==> src/rtl/rxdw_pkg.sv <==
package rxdw_pkg;
  typedef enum logic [2:0] {
    ST_IDLE, ST_DROP, ST_FETCH, ST_DATA, ST_APP, ST_STAT, ST_ADV
  } rxdw_state_e;

  localparam int unsigned WORD_W    = 32;
  localparam int unsigned W_NEXT    = 0;
  localparam int unsigned W_BUF     = 1;
  localparam int unsigned W_CTRL    = 2;
  localparam int unsigned W_STAT    = 3;
  localparam int unsigned W_APP0    = 4;
  localparam int unsigned DONE_BIT  = 31;
  localparam int unsigned SOF_BIT   = 27;
  localparam int unsigned EOF_BIT   = 26;
endpackage

==> src/rtl/rxdw_chunk_ctr.sv <==
module rxdw_chunk_ctr #(
  parameter int unsigned LEN_W = 23
) (
  input  logic             clk_i,
  input  logic             rst_ni,
  input  logic             clr_i,
  input  logic             inc_i,
  input  logic [LEN_W-1:0] limit_i,
  output logic [LEN_W-1:0] count_o,
  output logic             last_o
);
  logic [LEN_W-1:0] count_q;
  logic [LEN_W:0]   count_nxt;

  assign count_nxt = {1'b0, count_q} + {{LEN_W{1'b0}}, 1'b1};
  // true when the beat being taken now fills the chunk
  assign last_o    = count_nxt >= {1'b0, limit_i};
  assign count_o   = count_q;

  always_ff @(posedge clk_i or negedge rst_ni) begin
    if (!rst_ni)     count_q <= '0;
    else if (clr_i)  count_q <= '0;
    else if (inc_i)  count_q <= count_nxt[LEN_W-1:0];
  end
endmodule

==> src/rtl/rxdw_app_store.sv <==
module rxdw_app_store #(
  parameter int unsigned APP_N  = 5,
  parameter int unsigned WORD_W = 32,
  localparam int unsigned SEL_W = $clog2(APP_N)
) (
  input  logic                    clk_i,
  input  logic                    rst_ni,
  input  logic                    cap_i,
  input  logic [APP_N*WORD_W-1:0] app_i,
  input  logic [SEL_W-1:0]        sel_i,
  output logic [WORD_W-1:0]       word_o
);
  localparam logic [SEL_W-1:0] LAST_SEL = SEL_W'(APP_N - 1);

  logic [WORD_W-1:0] words_q [APP_N];

  for (genvar g = 0; g < APP_N; g++) begin : g_word
    always_ff @(posedge clk_i or negedge rst_ni) begin
      if (!rst_ni)    words_q[g] <= '0;
      else if (cap_i) words_q[g] <= app_i[g*WORD_W +: WORD_W];
    end
  end

  assign word_o = (sel_i <= LAST_SEL) ? words_q[sel_i] : '0;
endmodule

==> src/rtl/rxdw_seq.sv <==
module rxdw_seq
  import rxdw_pkg::*;
#(
  parameter int unsigned ADDR_W = 32,
  parameter int unsigned LEN_W  = 23,
  parameter int unsigned APP_N  = 5,
  localparam int unsigned SEL_W = $clog2(APP_N),
  localparam int unsigned IDX_W = (SEL_W > 2) ? SEL_W : 2
) (
  input  logic              clk_i,
  input  logic              rst_ni,
  input  logic              run_i,
  input  logic              idle_i,
  input  logic [ADDR_W-1:0] cur_ptr_i,
  input  logic [ADDR_W-1:0] tail_ptr_i,
  input  logic              s_tvalid_i,
  input  logic              s_tlast_i,
  input  logic [WORD_W-1:0] s_tdata_i,
  output logic              s_tready_o,
  output logic              mem_req_o,
  output logic              mem_we_o,
  output logic [ADDR_W-1:0] mem_addr_o,
  output logic [WORD_W-1:0] mem_wdata_o,
  input  logic [WORD_W-1:0] mem_rdata_i,
  input  logic              mem_ack_i,
  output logic              app_cap_o,
  output logic [SEL_W-1:0]  app_sel_o,
  input  logic [WORD_W-1:0] app_word_i,
  output logic              cnt_clr_o,
  output logic              cnt_inc_o,
  input  logic [LEN_W-1:0]  cnt_i,
  input  logic              cnt_last_i,
  output logic [LEN_W-1:0]  len_o,
  output logic              done_o,
  output logic              idle_set_o,
  output logic              ptr_adv_o,
  output logic [ADDR_W-1:0] next_ptr_o
);
  localparam logic [IDX_W-1:0] IDX_STAT = IDX_W'(W_STAT);
  localparam logic [IDX_W-1:0] IDX_APPL = IDX_W'(APP_N - 1);

  rxdw_state_e       state_q, state_d;
  logic [ADDR_W-1:0] cur_q, nxt_q, buf_q;
  logic [LEN_W-1:0]  len_q;
  logic [IDX_W-1:0]  widx_q;
  logic              sof_q, eof_q;
  logic              at_tail;
  logic [WORD_W-1:0] stat_w;
  logic [IDX_W:0]    app_idx;

  function automatic logic [ADDR_W-1:0] word_addr(input logic [ADDR_W-1:0] base,
                                                  input logic [IDX_W:0]    idx);
    return base + (ADDR_W'(idx) << 2);
  endfunction

  assign at_tail    = (cur_q == tail_ptr_i);
  assign app_idx    = {1'b0, widx_q} + (IDX_W+1)'(W_APP0);
  assign app_sel_o  = widx_q[SEL_W-1:0];
  assign len_o      = len_q;
  assign next_ptr_o = nxt_q;

  always_comb begin
    stat_w           = '0;
    stat_w[DONE_BIT] = 1'b1;
    stat_w[SOF_BIT]  = sof_q;
    stat_w[EOF_BIT]  = eof_q;
    stat_w[LEN_W-1:0] = cnt_i;
  end

  always_comb begin
    state_d     = state_q;
    s_tready_o  = 1'b0;
    mem_req_o   = 1'b0;
    mem_we_o    = 1'b0;
    mem_addr_o  = cur_q;
    mem_wdata_o = '0;
    app_cap_o   = 1'b0;
    cnt_clr_o   = 1'b0;
    cnt_inc_o   = 1'b0;
    done_o      = 1'b0;
    idle_set_o  = 1'b0;
    ptr_adv_o   = 1'b0;
    unique case (state_q)
      ST_IDLE: begin
        if (!run_i || idle_i) begin
          s_tready_o = 1'b1;
          if (s_tvalid_i && !s_tlast_i) state_d = ST_DROP;
        end else if (s_tvalid_i) begin
          app_cap_o = 1'b1;
          state_d   = ST_FETCH;
        end
      end
      ST_DROP: begin
        s_tready_o = 1'b1;
        if (s_tvalid_i && s_tlast_i) state_d = ST_IDLE;
      end
      ST_FETCH: begin
        mem_req_o  = 1'b1;
        mem_addr_o = word_addr(cur_q, {1'b0, widx_q});
        if (mem_ack_i && widx_q == IDX_STAT) begin
          if (mem_rdata_i[DONE_BIT]) begin
            idle_set_o = 1'b1;
            state_d    = ST_DROP;
          end else begin
            cnt_clr_o = 1'b1;
            state_d   = ST_DATA;
          end
        end
      end
      ST_DATA: begin
        mem_req_o   = s_tvalid_i;
        mem_we_o    = 1'b1;
        mem_addr_o  = buf_q + (ADDR_W'(cnt_i) << 2);
        mem_wdata_o = s_tdata_i;
        s_tready_o  = mem_ack_i;
        if (s_tvalid_i && mem_ack_i) begin
          cnt_inc_o = 1'b1;
          if (s_tlast_i)       state_d = ST_APP;
          else if (cnt_last_i) state_d = ST_STAT;
        end
      end
      ST_APP: begin
        mem_req_o   = 1'b1;
        mem_we_o    = 1'b1;
        mem_addr_o  = word_addr(cur_q, app_idx);
        mem_wdata_o = app_word_i;
        if (mem_ack_i && widx_q == IDX_APPL) state_d = ST_STAT;
      end
      ST_STAT: begin
        mem_req_o   = 1'b1;
        mem_we_o    = 1'b1;
        mem_addr_o  = word_addr(cur_q, (IDX_W+1)'(W_STAT));
        mem_wdata_o = stat_w;
        if (mem_ack_i) state_d = ST_ADV;
      end
      ST_ADV: begin
        ptr_adv_o  = 1'b1;
        done_o     = eof_q;
        idle_set_o = at_tail;
        if (eof_q)        state_d = ST_IDLE;
        else if (at_tail) state_d = ST_DROP;
        else              state_d = ST_FETCH;
      end
      default: state_d = ST_IDLE;
    endcase
  end

  always_ff @(posedge clk_i or negedge rst_ni) begin
    if (!rst_ni) begin
      state_q <= ST_IDLE;
      cur_q   <= '0;
      nxt_q   <= '0;
      buf_q   <= '0;
      len_q   <= '0;
      widx_q  <= '0;
      sof_q   <= 1'b0;
      eof_q   <= 1'b0;
    end else begin
      state_q <= state_d;
      if (state_d != state_q)
        widx_q <= '0;
      else if ((state_q == ST_FETCH || state_q == ST_APP) && mem_ack_i)
        widx_q <= widx_q + 1'b1;
      if (app_cap_o) begin
        cur_q <= cur_ptr_i;
        sof_q <= 1'b1;
        eof_q <= 1'b0;
      end
      if (state_q == ST_FETCH && mem_ack_i) begin
        if (widx_q == IDX_W'(W_NEXT)) nxt_q <= mem_rdata_i[ADDR_W-1:0];
        if (widx_q == IDX_W'(W_BUF))  buf_q <= mem_rdata_i[ADDR_W-1:0];
        if (widx_q == IDX_W'(W_CTRL)) len_q <= mem_rdata_i[LEN_W-1:0];
      end
      if (cnt_inc_o && s_tlast_i) eof_q <= 1'b1;
      if (state_q == ST_ADV) begin
        cur_q <= nxt_q;
        sof_q <= 1'b0;
      end
    end
  end
endmodule

==> src/rtl/rx_desc_writer.sv <==
module rx_desc_writer
  import rxdw_pkg::*;
#(
  parameter int unsigned ADDR_W = 32,
  parameter int unsigned LEN_W  = 23,
  parameter int unsigned APP_N  = 5
) (
  input  logic                    clk_i,
  input  logic                    rst_ni,
  input  logic                    run_i,
  input  logic                    idle_i,
  input  logic [ADDR_W-1:0]       cur_ptr_i,
  input  logic [ADDR_W-1:0]       tail_ptr_i,
  input  logic                    s_tvalid_i,
  output logic                    s_tready_o,
  input  logic [31:0]             s_tdata_i,
  input  logic                    s_tlast_i,
  input  logic [APP_N*32-1:0]     app_words_i,
  output logic                    mem_req_o,
  output logic                    mem_we_o,
  output logic [ADDR_W-1:0]       mem_addr_o,
  output logic [31:0]             mem_wdata_o,
  input  logic [31:0]             mem_rdata_i,
  input  logic                    mem_ack_i,
  output logic                    done_o,
  output logic                    idle_set_o,
  output logic                    ptr_adv_o,
  output logic [ADDR_W-1:0]       next_ptr_o
);
  localparam int unsigned SEL_W = $clog2(APP_N);

  logic              app_cap;
  logic [SEL_W-1:0]  app_sel;
  logic [WORD_W-1:0] app_word;
  logic              cnt_clr, cnt_inc, cnt_last;
  logic [LEN_W-1:0]  cnt, len;

  rxdw_app_store #(.APP_N(APP_N), .WORD_W(WORD_W)) u_app (
    .clk_i  (clk_i),
    .rst_ni (rst_ni),
    .cap_i  (app_cap),
    .app_i  (app_words_i),
    .sel_i  (app_sel),
    .word_o (app_word)
  );

  rxdw_chunk_ctr #(.LEN_W(LEN_W)) u_cnt (
    .clk_i   (clk_i),
    .rst_ni  (rst_ni),
    .clr_i   (cnt_clr),
    .inc_i   (cnt_inc),
    .limit_i (len),
    .count_o (cnt),
    .last_o  (cnt_last)
  );

  rxdw_seq #(.ADDR_W(ADDR_W), .LEN_W(LEN_W), .APP_N(APP_N)) u_seq (
    .clk_i       (clk_i),
    .rst_ni      (rst_ni),
    .run_i       (run_i),
    .idle_i      (idle_i),
    .cur_ptr_i   (cur_ptr_i),
    .tail_ptr_i  (tail_ptr_i),
    .s_tvalid_i  (s_tvalid_i),
    .s_tlast_i   (s_tlast_i),
    .s_tdata_i   (s_tdata_i),
    .s_tready_o  (s_tready_o),
    .mem_req_o   (mem_req_o),
    .mem_we_o    (mem_we_o),
    .mem_addr_o  (mem_addr_o),
    .mem_wdata_o (mem_wdata_o),
    .mem_rdata_i (mem_rdata_i),
    .mem_ack_i   (mem_ack_i),
    .app_cap_o   (app_cap),
    .app_sel_o   (app_sel),
    .app_word_i  (app_word),
    .cnt_clr_o   (cnt_clr),
    .cnt_inc_o   (cnt_inc),
    .cnt_i       (cnt),
    .cnt_last_i  (cnt_last),
    .len_o       (len),
    .done_o      (done_o),
    .idle_set_o  (idle_set_o),
    .ptr_adv_o   (ptr_adv_o),
    .next_ptr_o  (next_ptr_o)
  );
endmodule

==> config.mk <==
export PLATFORM = sky130hd
export DESIGN_NAME = rx_desc_writer
export DESIGN_NICKNAME = d
export VERILOG_FILES = /design/src/rtl/rxdw_pkg.sv /design/src/rtl/rxdw_chunk_ctr.sv /design/src/rtl/rxdw_app_store.sv /design/src/rtl/rxdw_seq.sv /design/src/rtl/rx_desc_writer.sv
export SDC_FILE = /design/constraint.sdc
export NUM_CORES = 1
export LEC_CHECK = 0
export BUFFER_PORTS_ARGS = -buffer_cell sky130_fd_sc_hd__buf_2
export CORE_MARGIN = 2
export CORE_UTILIZATION = 45
export CTS_CLUSTER_SIZE = 14
export DETAILED_ROUTE_END_ITERATION = 8
export PLACE_DENSITY = 0.69
export SLEW_MARGIN = 20
export SYNTH_ARGS = -nofsm -noshare
export SYNTH_HDL_FRONTEND = slang
export SYNTH_SLANG_ARGS = --single-unit
==> constraint.sdc <==
create_clock -name clk_i -period 4.55 [get_ports clk_i]
set_clock_uncertainty 0.05 [all_clocks]
set_input_delay 0.2275 -clock clk_i [delete_from_list [all_inputs] [get_ports clk_i]]
set_output_delay 0.2275 -clock clk_i [all_outputs]
set_load 0.1 [all_outputs]
# ---- Yosys cells after proc, flatten, opt, wreduce, memory -nomap -nowiden
# Index checks and enable logic that the tools add are counted.
dict set report op_classes {
  mux 47
  n_bitwise 1
  div_mod_pow 0
  n_eq_ne 12
  magnitude_cmp 3
  n_reduce_logical 23
  add_sub_neg 7
  shift 0
  mul 0
}
# cell count
set op_table {}
lappend op_table {{$mux W32} 5}
lappend op_table {{$pmux W32 S4} 1}
lappend op_table {{$bmux W32 S3} 1}
lappend op_table {{$pmux W32 S3} 1}
lappend op_table {{$mux W23} 2}
lappend op_table {{$mux W3} 13}
lappend op_table {{$add A32 B25 Y32} 1}
lappend op_table {{$add A32 B4 Y32 const B} 1}
lappend op_table {{$add A32 B5 Y32} 1}
lappend op_table {{$add A32 B6 Y32} 1}
lappend op_table {{$eq A32 B32 Y1} 1}
lappend op_table {{$add A23 B1 Y24 const B} 1}
lappend op_table {{$ge A24 B23 Y1} 1}
lappend op_table {{$pmux W3 S7} 1}
lappend op_table {{$mux W1} 18}
lappend op_table {{$eq A3 B2 Y1 const B} 4}
lappend op_table {{$eq A3 B3 Y1 const B} 4}
lappend op_table {{$logic_and A1 B1 Y1} 8}
lappend op_table {{$reduce_bool A2 Y1} 4}
lappend op_table {{$eq A3 B1 Y1 const B} 2}
lappend op_table {{$logic_not A3 Y1} 2}
lappend op_table {{$reduce_and A2 Y1} 3}
lappend op_table {{$reduce_or A3 Y1} 2}
lappend op_table {{$add A3 B3 Y4 const B} 1}
lappend op_table {{other kinds (10)} 14}
dict set report word_totals {
  register_bits 310
  memories 0
  in_bits 295
  wordCells 107
  out_inout_bits 102
  latchBits 0
  romBits 0
  ramBits 0
}

# ---- Longest topological paths before layout
dict set report logic_depth {
  depth_word 8
  depth_mapped 16
  ltp_nobuf 16
}

# ---- By module
# From an unflattened synthesis, not the netlist that was laid out.
dict set report hier_totals {
  hier_cells 1722
  hier_area_um2 18084.8
}
# mod seq_area_each_um2 cells_each area_per_inst_um2 n_inst
set modules_own_cells {}
lappend modules_own_cells {rxdw_seq 3178.0 998 8788.4 1}
lappend modules_own_cells {rxdw_app_store 4003.8 487 7257.0 1}
lappend modules_own_cells {rxdw_chunk_ctr 575.6 237 2039.5 1}

# ---- Worst setup path before layout
# OpenSTA, ideal clock, no wires.
dict set report synth_path {
  path_type {register to output}
  start {register u_seq.widx_q[0], in the netlist u_seq.app_sel_o[0]}
  end {output port mem_addr_o[10]}
  required_time_ns 4.273
  path_slack_ns -1.756
  stages_incl_launch_ff 13
  arrival_time_ns 6.029
  n_path_buf 2
  path_cell_list {dfrtp_1 > buf_1 > buf_2 > inv_1 > o21ai_0 > ha_1 > inv_1 > fa_1 > nor2b_1 > o21ai_0 > nand2_1 > nand3_1 > o311ai_0}
}
dict set report synth_via {
  elab_chain_len 3
  word_cells_on_any_way 4
  cone_classes {3 x add/sub; 1 x mux}
}
# item line_no
set synth_lines {}
lappend synth_lines {{from (decl)} rxdw_seq.sv:45} ;# logic [IDX_W-1:0] widx_q;
lappend synth_lines {{from (signal assigned)} rxdw_seq.sv:163} ;# widx_q <= widx_q + 1'b1;
lappend synth_lines {{$add A3 B3 Y4} rxdw_seq.sv:57} ;# assign app_idx = {1'b0, widx_q} + (IDX_W+1)'(W_APP0);
lappend synth_lines {{$add A32 B6 Y32} rxdw_seq.sv:53} ;# return base + (ADDR_W'(idx) << 2);
lappend synth_lines {{$pmux W32 S4 *} rxdw_seq.sv:83} ;# unique case (state_q)
lappend synth_lines {{to (decl)} rx_desc_writer.sv:21} ;# output logic [ADDR_W-1:0] mem_addr_o,
# Mark *: on every way between the ends. The rest lies on a longest branch, timed or not.

# ---- Worst setup path in the final report
dict set report layout_path {
  start {register u_seq.state_q[2]}
  end {output port mem_addr_o[25]}
}
dict set report layout_via {
  elab_chain_len 2
  word_cells_on_any_way 5
  cone_classes {4 x eq/ne; 1 x mux}
}
# item line_no
set layout_lines {}
lappend layout_lines {{from (decl)} rxdw_seq.sv:42} ;# rxdw_state_e state_q, state_d;
lappend layout_lines {{from (signal assigned)} rxdw_seq.sv:159} ;# state_q <= state_d;
lappend layout_lines {{$eq A3 B3 Y1 / $eq A3 B2 Y1 (equally long branches)} rxdw_seq.sv:83}
lappend layout_lines {{$pmux W32 S4 *} rxdw_seq.sv:83}
# Marked as above.

==> results_dict.tcl <==
set metrics [dict create \
    grt_use_met3_pct 7.39 \
    fin_ws_ns 0.266 \
    dieArea_um2 40000 \
    die_y_um 200 \
    fin_crit_ns 4.28 \
    grt.total_usage_pct 29.8 \
    critPathMaxFanout 8 \
    grt-ovfl-total 0 \
    finalHoldViolCount 0 \
    wl_per_cell_um 22.1 \
    dpl_worst_slack_ns 0.529 \
    tightest_slew_ns 1.10 \
    io_buffers 396 \
    grt_pass1_wl_mm 90.5 \
    dp_cells 2407 \
    place.gp.congestion 0.902 \
    area_growth_pct 38.1 \
    h-tree-depth 2 \
    synth_top_area_cell "dfrtp_1" \
    relSlewSlack_pct 26.7 \
    start_kind "flip-flop" \
    antenna_found_initial 10 \
    antenna_left 0 \
    path_class "reg -> out" \
    setup_tns_ns 0 \
    syn_area_um2 17300 \
    ys_warn_count 0 \
    synthFlopType "dfrtp_1" \
    setup_viol 0 \
    finalMaxSlewViolations 0 \
    cp_data_required_time_ns 4.27 \
    powerDensity_nw_per_um2 706 \
    drive_above_1_share_pct 36.3 \
    ios 397 \
    cts_buffer_depth 3 \
    synthesis.instances 1561 \
    synthTopCellsByArea "dfrtp_1 (45%), mux2_2 (16%), ha_1 (4.1%)" \
    syn_area_per_cell_um2 11.1 \
    vias_per_cell 5.69 \
    ys_async_sr_fraction_pct 100 \
    min_path_type "in -> reg" \
    rr_worst_depth 16 \
    rows 71 \
    clkTransAtPathRegs_ns 0.05 \
    drc 0 \
    arrival_ns 4.01 \
    grt_max_degree 164 \
    met1_usage_pct 36.4 \
    die_x_um 200 \
    period_share_pct 94.2 \
    status "complete, no violations" \
    grt_pass1_vias 16200 \
    drt-pass1-iter-count 6 \
    min_path_cells 3 \
    power_leakage_nw 11.3 \
    cts.sinks 310 \
    fin_cells 2709 \
    design_area_um2 23900 \
    synth_fp_nets 1914 \
    nFillCells 2856 \
    synthTopCellsByCount "dfrtp_1 (310), mux2_2 (245), nand2_1 (186), o21ai_0 (97), xor2_1 (57)" \
    clk_latency_ns 0.56 \
    synth_cell_types 74 \
    first_iter_violations 850 \
    cts_buffers 38 \
    ir_drop_uv 739 \
    num-nets-final 2517 \
    wl_mm 59.8 \
    cts_tree "built" \
    use_met2_pct 49.7 \
    dpl_cell_area_um2 20200 \
    crit_path_end_kind "output pin" \
    initial_core_util_pct 45.7 \
    hpwl_mm 41.2 \
    synth_most_common_cell "dfrtp_1" \
    synth_top_area_share_pct 44.9 \
    coreArea_um2 37800 \
    grt-busiest-layer "met2" \
    vias 15400 \
    clock_tree.root_cell "clkbuf_16" \
    yosysSeqAreaShare_pct 44.9 \
    max_freq_mhz 233 \
    synth-edff-count 0 \
    ys_seq_elements 310 \
    drv_cap 0 \
]
[cell type report]
type	instances	area [um^2]	share of cell area [%]
multi-input combinational	1120	9050	38.0
sequential	310	7760	32.5
timing repair buffer	651	4880	20.4
clock buffer	54	1110	4.66
tap	511	639	2.68
clock inverter	15	236	0.991
inverter	43	164	0.687
antenna	5	12.5	0.0524
[critical path: stages (launching register included)]
cell,delay (ns)
dfrtp_2,0.45
inv_2,0.14
nor2_1,0.05
buf_4,0.16
nand3_1,0.24
o21ai_0,0.19
ha_1,0.36
a21o_1,0.16
a21oi_1,0.07
buf_4,0.16
nor4b_4,0.39
nand2_1,0.24
nor2_1,0.13
o22ai_1,0.08
o21ai_0,0.12
buf_2,0.49
[final timing paths]
check                                                    to                            from  slack [ns]
hold / removal                   u_seq.state_q[1]$_DFF_PN0_                       mem_ack_i        0.04
max in group asynchronous     u_app.words_q[69]$_DFFE_PN0P_                          rst_ni        3.05
hold reg to reg              u_app.words_q[154]$_DFFE_PN0P_  u_app.words_q[154]$_DFFE_PN0P_        0.45
setup reg to reg             u_seq.app_sel_o[1]$_DFFE_PN0P_    u_cnt.count_o[1]$_DFFE_PN0P_        0.50
min in group asynchronous  u_seq.next_ptr_o[16]$_DFFE_PN0P_                          rst_ni        0.27
setup / recovery                             mem_addr_o[25]      u_seq.state_q[2]$_DFF_PN0_        0.27
[metrics by stage]
step / hold slack [ns] / utilization, % / total power [mW]
6_report: 0.0380 / 63.2 / 16.8
5_1_grt: 0.0815 / 63.2 / 17.5
4_1_cts: 0.00953 / 63.1 / 16.7
3_5_place_dp: 0.312 / 53.5 / 13.3
3_3_place_gp: 0.308 / 53.5 / 13.1
2_1_floorplan: -0.118 / - / 10.9
[where the power goes]
group | switching [mW] | internal (mW)
Clock | 1.25 | 2.00
Sequential | 1.07 | 3.91
Combinational | 5.69 | 2.91
Total | 8.02 | 8.81
[layout by cell type, fill, tap and decap left out, types with 26 or more instances in the layout]
cell type,Yosys,layout
dfrtp_1,310,307
a21oi_1,50,50
buf_2,10,370
nand2_1,186,186
inv_1,41,39
dlygate4sd3_1,0,226
mux2i_1,44,44
xnor2_1,27,27
nor2_1,55,53
ha_1,56,56
nand3_1,40,39
buf_4,2,26
buf_12,0,27
xor2_1,57,57
mux4_2,28,28
o21ai_0,97,93
clkbuf_16,0,39
mux2_2,245,245
[routing by layer]
| metal | part of all wire [%] | vias up |
|---|---|---|
| met1 | 40 | 7582 |
| met2 | 47 | 722 |
| met5 | 0.11 | - |
| met4 | 4.2 | 10 |
| met3 | 7.9 | 168 |
| li1 | - | 6922 |
[sequential cells by signal, indices dropped and copies added (netlist names)]
signal,count
u_app.words_q,160
u_seq.buf_q,32
u_seq.cur_q,32
u_seq.next_ptr_o,32
u_cnt.count_o,23
u_seq.len_o,23
u_seq.app_sel_o,3
u_seq.state_q,3
u_seq.eof_q,1
u_seq.sof_q,1
[cells by family after synthesis]
logic type               synth area share, %
AO/OA/AOI/OAI                           11.3
adder cells (fa/ha/maj)                 4.29
multiplexers                            22.2
AND/OR/NAND/NOR                         10.0
XOR/XNOR                                4.26
flip-flops                              44.9
buffers and inverters                   3.02
[repair_timing]
action                                  4_1_cts  5_1_grt
hold buffers                                226        0
pin swaps                                     1        1
endpoints found under the setup margin        2       11
endpoints found under the hold margin       387        0
gates resized for setup                       0       10
buffers inserted                              0        2
No activity file was read; power rests on OpenSTA's default activity.
